==> src/rtl/pcf_pkg.sv <==
`timescale 1ns/1ps
// Shared command codes and mode-field positions for the column front end.
// Assumes the command bus is already decoded into the 3-bit op code.
package pcf_pkg;
    typedef enum logic [2:0] {
        OP_NOP  = 3'd0,
        OP_ACT  = 3'd1,
        OP_RD   = 3'd2,
        OP_WR   = 3'd3,
        OP_EMRS = 3'd4,
        OP_SRE  = 3'd5,
        OP_SRX  = 3'd6
    } op_e;

    localparam int EMR_DLL_BIT   = 0;   // 0 = loop on
    localparam int EMR_AL_LO     = 3;   // 3-bit latency field base
    localparam int EMR_AL_BITS   = 3;
    localparam int EMR_STB_BIT   = 10;  // 0 = differential strobe
    localparam int EMR_SPLIT_BIT = 11;  // 0 = split read strobe
endpackage

==> src/rtl/pcf_lock_gate.sv <==
`timescale 1ns/1ps
// Loop state, self-refresh state and relock counter.
// Produces the ready flag that gates command acceptance.
// Assumes the take strobes are already qualified by the acceptance rules.
module pcf_lock_gate #(
    parameter int LOCK_CYCLES = 200
) (
    input  logic clk,
    input  logic rst_n,
    input  logic emrs_take,
    input  logic emrs_dll_req,
    input  logic sre_take,
    input  logic srx_take,
    output logic dll_on,
    output logic in_sr,
    output logic locking,
    output logic ready
);
    localparam int CNT_W = $clog2(LOCK_CYCLES + 1);

    logic [CNT_W-1:0] cnt_q;
    logic             dll_q;
    logic             sr_q;
    logic             relock;

    // Relock whenever the loop goes from off to on, or self refresh ends with loop set on.
    assign relock = (emrs_take && emrs_dll_req && !dll_q) || (srx_take && dll_q);

    // Lock counter: reload on relock, otherwise count down to zero.
    always_ff @(posedge clk) begin
        if (!rst_n) begin
            cnt_q <= '0;
        end else if (relock) begin
            cnt_q <= CNT_W'(LOCK_CYCLES);
        end else if (cnt_q != '0) begin
            cnt_q <= cnt_q - 1'b1;
        end
    end

    // Loop enable setting and self-refresh state.
    always_ff @(posedge clk) begin
        if (!rst_n) begin
            dll_q <= 1'b0;
            sr_q  <= 1'b0;
        end else begin
            if (emrs_take) dll_q <= emrs_dll_req;
            if (sre_take)      sr_q <= 1'b1;
            else if (srx_take) sr_q <= 1'b0;
        end
    end

    assign dll_on  = dll_q;
    assign in_sr   = sr_q;
    assign locking = (cnt_q != '0);
    assign ready   = dll_q && !sr_q && (cnt_q == '0);
endmodule

==> src/rtl/pcf_mode_regs.sv <==
`timescale 1ns/1ps
// Decodes accepted extended mode writes into latency and strobe settings.
// Latency codes above MAX_AL are refused; the split strobe exists only for x8.
module pcf_mode_regs
    import pcf_pkg::*;
#(
    parameter int ADDR_W = 14,
    parameter int MAX_AL = 5,
    parameter int AL_W   = 3,
    parameter int DQ_W   = 8
) (
    input  logic              clk,
    input  logic              rst_n,
    input  logic              emrs_take,
    input  logic [ADDR_W-1:0] addr,
    output logic [AL_W-1:0]   al,
    output logic              stb_single,
    output logic              split_on
);
    logic [EMR_AL_BITS-1:0] al_code;
    logic [AL_W-1:0]        al_q;
    logic                   stb_q;
    logic                   nosplit_q;

    assign al_code = addr[EMR_AL_LO +: EMR_AL_BITS];

    // Capture the mode fields; refuse out-of-range latency codes.
    always_ff @(posedge clk) begin
        if (!rst_n) begin
            al_q      <= '0;
            stb_q     <= 1'b0;
            nosplit_q <= 1'b1;
        end else if (emrs_take) begin
            if (int'(al_code) <= MAX_AL) al_q <= AL_W'(al_code);
            stb_q     <= addr[EMR_STB_BIT];
            nosplit_q <= addr[EMR_SPLIT_BIT];
        end
    end

    assign al         = al_q;
    assign stb_single = stb_q;

    generate
        if (DQ_W == 8) begin : g_x8
            assign split_on = !nosplit_q;
        end else begin : g_other
            assign split_on = 1'b0;
        end
    endgenerate
endmodule

==> src/rtl/pcf_col_delay.sv <==
`timescale 1ns/1ps
// Holds accepted column commands for the programmed latency.
// The shift pipeline has one slot per cycle. An entry enters at slot al-1 and leaves from slot 0.
// Assumes latency only changes while the pipeline is empty.
module pcf_col_delay #(
    parameter int BANK_W = 3,
    parameter int ADDR_W = 14,
    parameter int MAX_AL = 5,
    parameter int AL_W   = 3
) (
    input  logic              clk,
    input  logic              rst_n,
    input  logic              col_take,
    input  logic              col_wr,
    input  logic [BANK_W-1:0] bank,
    input  logic [ADDR_W-1:0] addr,
    input  logic [AL_W-1:0]   al,
    output logic              out_valid,
    output logic              out_wr,
    output logic [BANK_W-1:0] out_bank,
    output logic [ADDR_W-1:0] out_addr
);
    logic pass_now;
    assign pass_now = col_take && (al == '0);

    generate
        if (MAX_AL > 0) begin : g_pipe
            logic [MAX_AL-1:0] st_v;
            logic [MAX_AL-1:0] st_w;
            logic [BANK_W-1:0] st_b [MAX_AL];
            logic [ADDR_W-1:0] st_a [MAX_AL];

            // Shift toward slot 0; a new entry lands at slot al-1.
            always_ff @(posedge clk) begin
                if (!rst_n) begin
                    st_v <= '0;
                end else begin
                    for (int k = 0; k < MAX_AL; k++) begin
                        if (col_take && (al != '0) && (k == int'(al) - 1)) begin
                            st_v[k] <= 1'b1;
                            st_w[k] <= col_wr;
                            st_b[k] <= bank;
                            st_a[k] <= addr;
                        end else if (k < MAX_AL - 1) begin
                            st_v[k] <= st_v[k+1];
                            st_w[k] <= st_w[k+1];
                            st_b[k] <= st_b[k+1];
                            st_a[k] <= st_a[k+1];
                        end else begin
                            st_v[k] <= 1'b0;
                        end
                    end
                end
            end

            // Output: held entry first, otherwise a zero-latency pass-through.
            always_comb begin
                if (st_v[0]) begin
                    out_valid = 1'b1;
                    out_wr    = st_w[0];
                    out_bank  = st_b[0];
                    out_addr  = st_a[0];
                end else begin
                    out_valid = pass_now;
                    out_wr    = col_wr;
                    out_bank  = bank;
                    out_addr  = addr;
                end
            end
        end else begin : g_direct
            assign out_valid = pass_now;
            assign out_wr    = col_wr;
            assign out_bank  = bank;
            assign out_addr  = addr;
        end
    endgenerate
endmodule

==> src/rtl/dram_cmd_frontend.sv <==
`timescale 1ns/1ps
// Device-side command front end: mode decode, lock gating and posted column delay.
// Assumes one decoded command per cycle and latency changes only while idle.
module dram_cmd_frontend
    import pcf_pkg::*;
#(
    parameter int BANK_W      = 3,
    parameter int ADDR_W      = 14,
    parameter int MAX_AL      = 5,
    parameter int LOCK_CYCLES = 200,
    parameter int DQ_W        = 8
) (
    input  logic              clk,
    input  logic              rst_n,
    input  logic              cmd_valid,
    input  logic [2:0]        cmd_op,
    input  logic [BANK_W-1:0] cmd_bank,
    input  logic [ADDR_W-1:0] cmd_addr,
    output logic              cmd_ready,
    output logic              col_valid,
    output logic              col_is_wr,
    output logic [BANK_W-1:0] col_bank,
    output logic [ADDR_W-1:0] col_addr,
    output logic              strobe_diff,
    output logic              rd_strobe_split,
    output logic              rds_active,
    output logic              lock_violation
);
    localparam int AL_W = ($clog2(MAX_AL + 1) < 1) ? 1 : $clog2(MAX_AL + 1);

    op_e             op;
    logic            dll_on, in_sr, locking, ready;
    logic            take, drop, emrs_take, sre_take, srx_take, col_take;
    logic [AL_W-1:0] al;
    logic            stb_single, split_on;
    logic            viol_q;

    assign op = op_e'(cmd_op);

    // Acceptance rules per command class.
    always_comb begin
        unique case (op)
            OP_ACT, OP_RD, OP_WR, OP_SRE: take = cmd_valid && ready;
            OP_EMRS:                      take = cmd_valid && !in_sr && !locking;
            OP_SRX:                       take = cmd_valid && in_sr;
            default:                      take = 1'b0;
        endcase
    end

    assign drop      = cmd_valid && (op != OP_NOP) && !take;
    assign emrs_take = take && (op == OP_EMRS);
    assign sre_take  = take && (op == OP_SRE);
    assign srx_take  = take && (op == OP_SRX);
    assign col_take  = take && ((op == OP_RD) || (op == OP_WR));

    pcf_lock_gate #(.LOCK_CYCLES(LOCK_CYCLES)) u_gate (
        .clk          (clk),
        .rst_n        (rst_n),
        .emrs_take    (emrs_take),
        .emrs_dll_req (!cmd_addr[EMR_DLL_BIT]),
        .sre_take     (sre_take),
        .srx_take     (srx_take),
        .dll_on       (dll_on),
        .in_sr        (in_sr),
        .locking      (locking),
        .ready        (ready)
    );

    pcf_mode_regs #(.ADDR_W(ADDR_W), .MAX_AL(MAX_AL), .AL_W(AL_W), .DQ_W(DQ_W)) u_mode (
        .clk        (clk),
        .rst_n      (rst_n),
        .emrs_take  (emrs_take),
        .addr       (cmd_addr),
        .al         (al),
        .stb_single (stb_single),
        .split_on   (split_on)
    );

    pcf_col_delay #(.BANK_W(BANK_W), .ADDR_W(ADDR_W), .MAX_AL(MAX_AL), .AL_W(AL_W)) u_delay (
        .clk       (clk),
        .rst_n     (rst_n),
        .col_take  (col_take),
        .col_wr    (op == OP_WR),
        .bank      (cmd_bank),
        .addr      (cmd_addr),
        .al        (al),
        .out_valid (col_valid),
        .out_wr    (col_is_wr),
        .out_bank  (col_bank),
        .out_addr  (col_addr)
    );

    // Sticky record of any dropped command.
    always_ff @(posedge clk) begin
        if (!rst_n) viol_q <= 1'b0;
        else if (drop) viol_q <= 1'b1;
    end

    assign cmd_ready       = ready;
    assign strobe_diff     = !stb_single;
    assign rd_strobe_split = split_on;
    assign rds_active      = col_valid && !col_is_wr && split_on;
    assign lock_violation  = viol_q;
endmodule

==> config.mk <==
export PLATFORM = sky130hd
export DESIGN_NAME = dram_cmd_frontend
export DESIGN_NICKNAME = d
export VERILOG_FILES = /design/src/rtl/pcf_pkg.sv /design/src/rtl/pcf_lock_gate.sv /design/src/rtl/pcf_mode_regs.sv /design/src/rtl/pcf_col_delay.sv /design/src/rtl/dram_cmd_frontend.sv
export SDC_FILE = /design/constraint.sdc
export NUM_CORES = 1
export LEC_CHECK = 0
export BUFFER_PORTS_ARGS = -buffer_cell sky130_fd_sc_hd__buf_2
export CAP_MARGIN = 20
export CORE_MARGIN = 3
export CORE_UTILIZATION = 59
export DETAILED_ROUTE_END_ITERATION = 10
export PLACE_DENSITY = 0.77
export RECOVER_POWER = 100
export SYNTH_ARGS = -nofsm -noshare
export SYNTH_HDL_FRONTEND = slang
export SYNTH_SLANG_ARGS = --single-unit
==> constraint.sdc <==
create_clock -name clk -period 3.64 [get_ports clk]
set_input_delay 0.364 -clock clk [delete_from_list [all_inputs] [get_ports clk]]
set_output_delay 0.364 -clock clk [all_outputs]
set_load 0.01 [all_outputs]
# Word level (Yosys, flattened, before mapping)

Memories as Yosys holds them, arrays and structs flattened.
Cells that the tools add are included.

Add/sub/neg operators: 2
Order comparisons: 1
Eq/ne operators: 10
Multiplexer cells: 52
Bitwise logic cells: 9
Reduce and logical (&&, ||, !) cells: 46

Operators by type and width:

| kind                  | number |
|---|---|
| $mux W14              | 5 |
| $eq A3 B32 Y1 const A | 2 |
| $mux W1               | 39 |
| $eq A2 B32 Y1 const A | 1 |
| $eq A4 B32 Y1 const A | 1 |
| $logic_not A32 Y1     | 1 |
| $logic_and A1 B1 Y1   | 24 |
| $mux W8               | 2 |
| $mux W3               | 5 |
| $eq A3 B3 Y1 const B  | 3 |
| $logic_not A1 Y1      | 8 |
| $logic_not A8 Y1      | 1 |
| $or A1 B1 Y1          | 8 |
| $reduce_bool A8 Y1    | 1 |
| $sub A8 B1 Y8 const B | 1 |
| $eq A3 B2 Y1 const B  | 2 |
| $reduce_bool A3 Y1    | 2 |
| $reduce_and A2 Y1     | 2 |
| $reduce_bool A2 Y1    | 2 |
| $reduce_or A4 Y1      | 1 |
| $sub A3 B1 Y4 const B | 1 |
| $eq A3 B1 Y1 const B  | 1 |
| $le A3 B3 Y1 const B  | 1 |
| $logic_not A3 Y1      | 1 |
| 4 further kinds       | 5 |

Register bits: 26
Bits in writable memories: 85
Output and inout port bits: 24
Memories: 2

Memory list:

| memory              | words | width | read ports | clocked after memory_dff | write ports | RTL line            | RTL |
|---|---|---|---|---|---|---|---|
| u_delay.g_pipe.st_a | 5     | 14    | 5          | 0                        | 5           | pcf_col_delay.sv:31 | `logic [ADDR_W-1:0] st_a [MAX_AL];` |
| u_delay.g_pipe.st_b | 5     | 3     | 5          | 0                        | 5           | pcf_col_delay.sv:30 | `logic [BANK_W-1:0] st_b [MAX_AL];` |

# Longest topological paths before layout

Depth after elaboration: 12
Depth in mapped cells: 8
Depth with buffers taken out: 6

# Cells and area by module

A second synthesis with hierarchy kept.

Cell total of the unflattened synthesis: 312
Area total of the unflattened synthesis: 5018.6 um^2

Modules (own cells, without submodules):

| module            | times used | cells an instance | area an instance (um^2) | sequential area each (um^2) |
|---|---|---|---|---|
| pcf_col_delay     | 1          | 217               | 4179.0                  | 2802.7 |
| pcf_lock_gate     | 1          | 56                | 515.5                   | 200.2 |
| pcf_mode_regs     | 1          | 19                | 198.9                   | 100.1 |
| dram_cmd_frontend | 1          | 20                | 125.1                   | 20.0 |

# Least setup slack after synthesis

No wires, ideal clock.

Path kind: reg2reg
Start point: reg u_gate.cnt_q[0]
End point: mem u_delay.g_pipe.st_a[4][0] (netlist: u_delay.g_pipe.st_a[0][56]), enable pin
Setup time: 421 ps
Arrival: 2909 ps
Data required time: 3219 ps
Slack: 310 ps
Stages on the path, launching flop included: 7
Path buffers: 0
Period minus slack after synthesis: 3330 ps
Cells stage by stage: dfxtp_1 > inv_1 > ha_1 > nor4b_1 > nand2_2 > or3_1 > a211oi_1

RTL lines:

| item                   | RTL line            | RTL |
|---|---|---|
| from (decl)            | pcf_lock_gate.sv:21 | `logic [CNT_W-1:0] cnt_q;` |
| from (signal assigned) | pcf_lock_gate.sv:34 | `cnt_q <= CNT_W'(LOCK_CYCLES);` |
| from (signal assigned) | pcf_lock_gate.sv:36 | `cnt_q <= cnt_q - 1'b1;` |
| to (decl)              | pcf_col_delay.sv:31 |  |

==> metrics.cfg <==
[run_status]
status = complete, but fails checks
violations = capacitance limit, slew limit

[clock_tree]
clock_sinks = 111
numCtsBuffers = 9
htreeDepth = 3
cts_root_buf = clkbuf_8
hold_buffers = 0
clkTransAtPathRegs_ps = 110
clockBufferDepth = 2
cts_tree = built
cts_setup_buffers = 0
clock_latency_ps = 370
ctsResizeCount = 0

[pwr]
power.leakage_nw = 1.927
peakVddDrop_uv = 292.5
power.density_nw_per_um2 = 493.3

[critical_path]
worstSetupPathType = register to register
crit_start = u_gate.cnt_q[0]
cp_num_buf_inv = 2
slowest_delay_ps = 510
cp_max_fo = 10
cpMaxStageDelayCell = or4b_1
r2r-start = u_gate.cnt_q[0]
critical_path.top_delay_family = simple AND/OR/NAND/NOR gates
end_kind = register
start_kind = register
crit_required_ps = 3770
cp_cell_sequence = inv_1, ha_1, or4b_1, nor2_1, a41o_1, clkbuf_1, mux2_2
cp.arrival_ps = 3190

[route]
routed-via-count = 2970
dr.pass1.iters = 4
wirelength_mm = 9.082
routedWlPerCell_um = 17.81
via_per_inst = 5.824
drt_first_iter_violations = 161
drc_errors = 0
drtAntennaViolNets = 0

[global_route]
grt_pass1_wl_mm = 15.11
antenna_found_initial = 0
gr-total-overflow = 0
gr-usage-all-layers_pct = 19.41
grt_max_degree = 54
grt_pass1_vias = 2878

[timing]
clock_skew_ps = 9.941
finalCritPeriodShare_pct = 84.13
setup_slack_ps = 577.5
fmax_mhz = 326.5
min_period_ps = 3062
tightest_slew_ps = 2807
setup_viol = 0
maxSlewViolCount = 54
rsz0062_at_grt = no
tns_ps = 0
hold_violations = 0
slew_headroom_pct = -87.15
hold_ws_ps = 306.9

[layout]
fin_nets = 429
multi_input_area_um2 = 1848
fill_cells = 665
area_delta_synth_final_pct = 6.480
regArea_um2 = 3123
layout-drive-gt1-share_pct = 27.16
post-route-cell-area_um2 = 5572
fin_util_pct = 66.15
antennaDiodeCount = 0

[min_path]
hold_start = cmd_addr[6]
hp-class = primary input to register

[yosys]
synth_cell_types = 57
yosys_warnings = 0
synthArstFlopShare_pct = 0
seq_area_frac_synth_pct = 59.68
synthCells = 355
synth_edf_count = 90
synthesis.area_um2 = 5233
syn_nets = 384
synth_top_flop_cell = edfxtp_1
synth-seq-cells = 111
syn_avg_cell_area_um2 = 14.74

[place]
gp_congestion = 0.9319
place_area_um2 = 5517
dpl.hpwl_mm = 6.115
io_buffer_count = 46
post-place-ws_ps = 829.1

[run]
drv_cap = 1

[floorplan]
core_um2 = 8423
fp.dieH_um = 100.2
ios = 47
start_util_pct = 62.12
dieArea_um2 = 10040
die_w_um = 100.2
fp-row-count = 33

registers in the layout, indices dropped and copies added, names as in the netlist:
| name | flops |
|---|---|
| u_gate.dll_on | 1 |
| lock_violation | 1 |
| u_mode.nosplit_q | 1 |
| u_gate.in_sr | 1 |
| u_delay.g_pipe.st_a | 70 |
| u_delay.g_pipe.st_b | 15 |
| u_mode.al | 3 |
| u_gate.cnt_q | 8 |
| u_mode.stb_single | 1 |
| u_delay.g_pipe.st_w | 5 |
| u_delay.g_pipe.st_v | 5 |
per-layer routing:
layer | share of wire (%) | global-route usage, %
met4 | 1.5 | 5.803
met5 | 0 | 0
met2 | 45 | 28.44
met3 | 5.2 | 3.614
met1 | 48 | 29.64
power by group:
part / internal (mW) / switching (mW) / leakage [nW]
sequential: 1.48 / 0.0594 / 1.04
combinational: 0.232 / 0.298 / 0.800
clock: 0.258 / 0.422 / 0.0894
total: 1.97 / 0.779 / 1.93
final cells by class:
class / count / area share [%]
clock buffers: 9 / 2.223
clock inverters: 7 / 1.033
inverters: 12 / 0.8084
multi-input cells: 211 / 33.17
flip-flops and latches: 111 / 56.05
well taps: 105 / 2.358
repair buffers: 55 / 4.357
logic make-up after synthesis:
group                    after synthesis  share of synthesized area, %
AO/OA/AOI/OAI                         43                         6.289
AND/OR/NAND/NOR                       63                         6.887
adder cells (fa/ha/maj)                6                         1.435
flip-flops                           111                         59.68
buffers and inverters                 33                         4.017
multiplexers                          94                         20.85
XOR/XNOR                               5                        0.8371
layout by cell type, fill, tap and decap left out, drive strengths merged, types with 2 or more instances in the layout:
cell and instances:
a211o 3, a211oi 3, a21boi 2, a21oi 11, a31oi 2, a41o 3, and3 5, buf 8
clkbuf 56, clkinv 5, dfxtp 21, edfxtp 90, ha 6, inv 13, mux2 90, mux2i 4
nand2 8, nand3 8, nand3b 2, nand4 4, nor2 13, nor2b 3, nor3 4, nor3b 4
nor4 2, o21a 4, o21ai 4, o31ai 3, or3 3, xnor2 2, xor2 3
Yosys cell counts (3+ instances only):
master	instances	area share, %
nor2b_1	3	0.36
edfxtp_1	90	52
clkbuf_1	11	0.79
a41o_1	3	0.57
ha_1	6	1.4
mux2_4	10	2.9
mux2_2	80	17
nor3b_1	4	0.57
nand4_1	4	0.48
nand2_1	7	0.50
o21ai_0	4	0.38
a211o_1	3	0.50
inv_1	11	0.79
o31ai_1	3	0.43
dfxtp_1	21	8.0
nor2_1	12	0.86
and3_1	3	0.36
o21a_1	4	0.57
xor2_1	3	0.50
buf_6	5	1.1
nand3_1	8	0.77
mux2i_1	4	0.77
nor3_1	4	0.38
a21oi_1	11	1.1
per-stage QoR:
| stage | std cells | power [mW] |
|---|---|---|
| 2_1_floorplan | 355 | 1.988 |
| 3_3_place_gp | 494 | 2.118 |
| 3_5_place_dp | 494 | 2.137 |
| 4_1_cts | 510 | 2.811 |
| 5_1_grt | 510 | 2.890 |
| 6_report | 510 | 2.749 |
path summary, 6_finish.rpt:
check | to | slack (ps) | cells after the start
setup / recovery | u_delay.g_pipe.st_a[0][26] | 580 | 7
hold reg to reg | u_delay.g_pipe.st_v[1] | 440 | 2
hold / removal | u_delay.g_pipe.st_a[0][62] | 310 | 1
setup reg to reg | u_delay.g_pipe.st_a[0][26] | 580 | 7
worst reg2reg max path, cell delays in order, from the launching register on:
cell and delay [ps]:
dfxtp_1 360, inv_1 90, ha_1 200, or4b_1 510, nor2_1 300, a41o_1 450, clkbuf_1 520, mux2_2 410
Note: power is estimated with default switching activity, not from simulation.
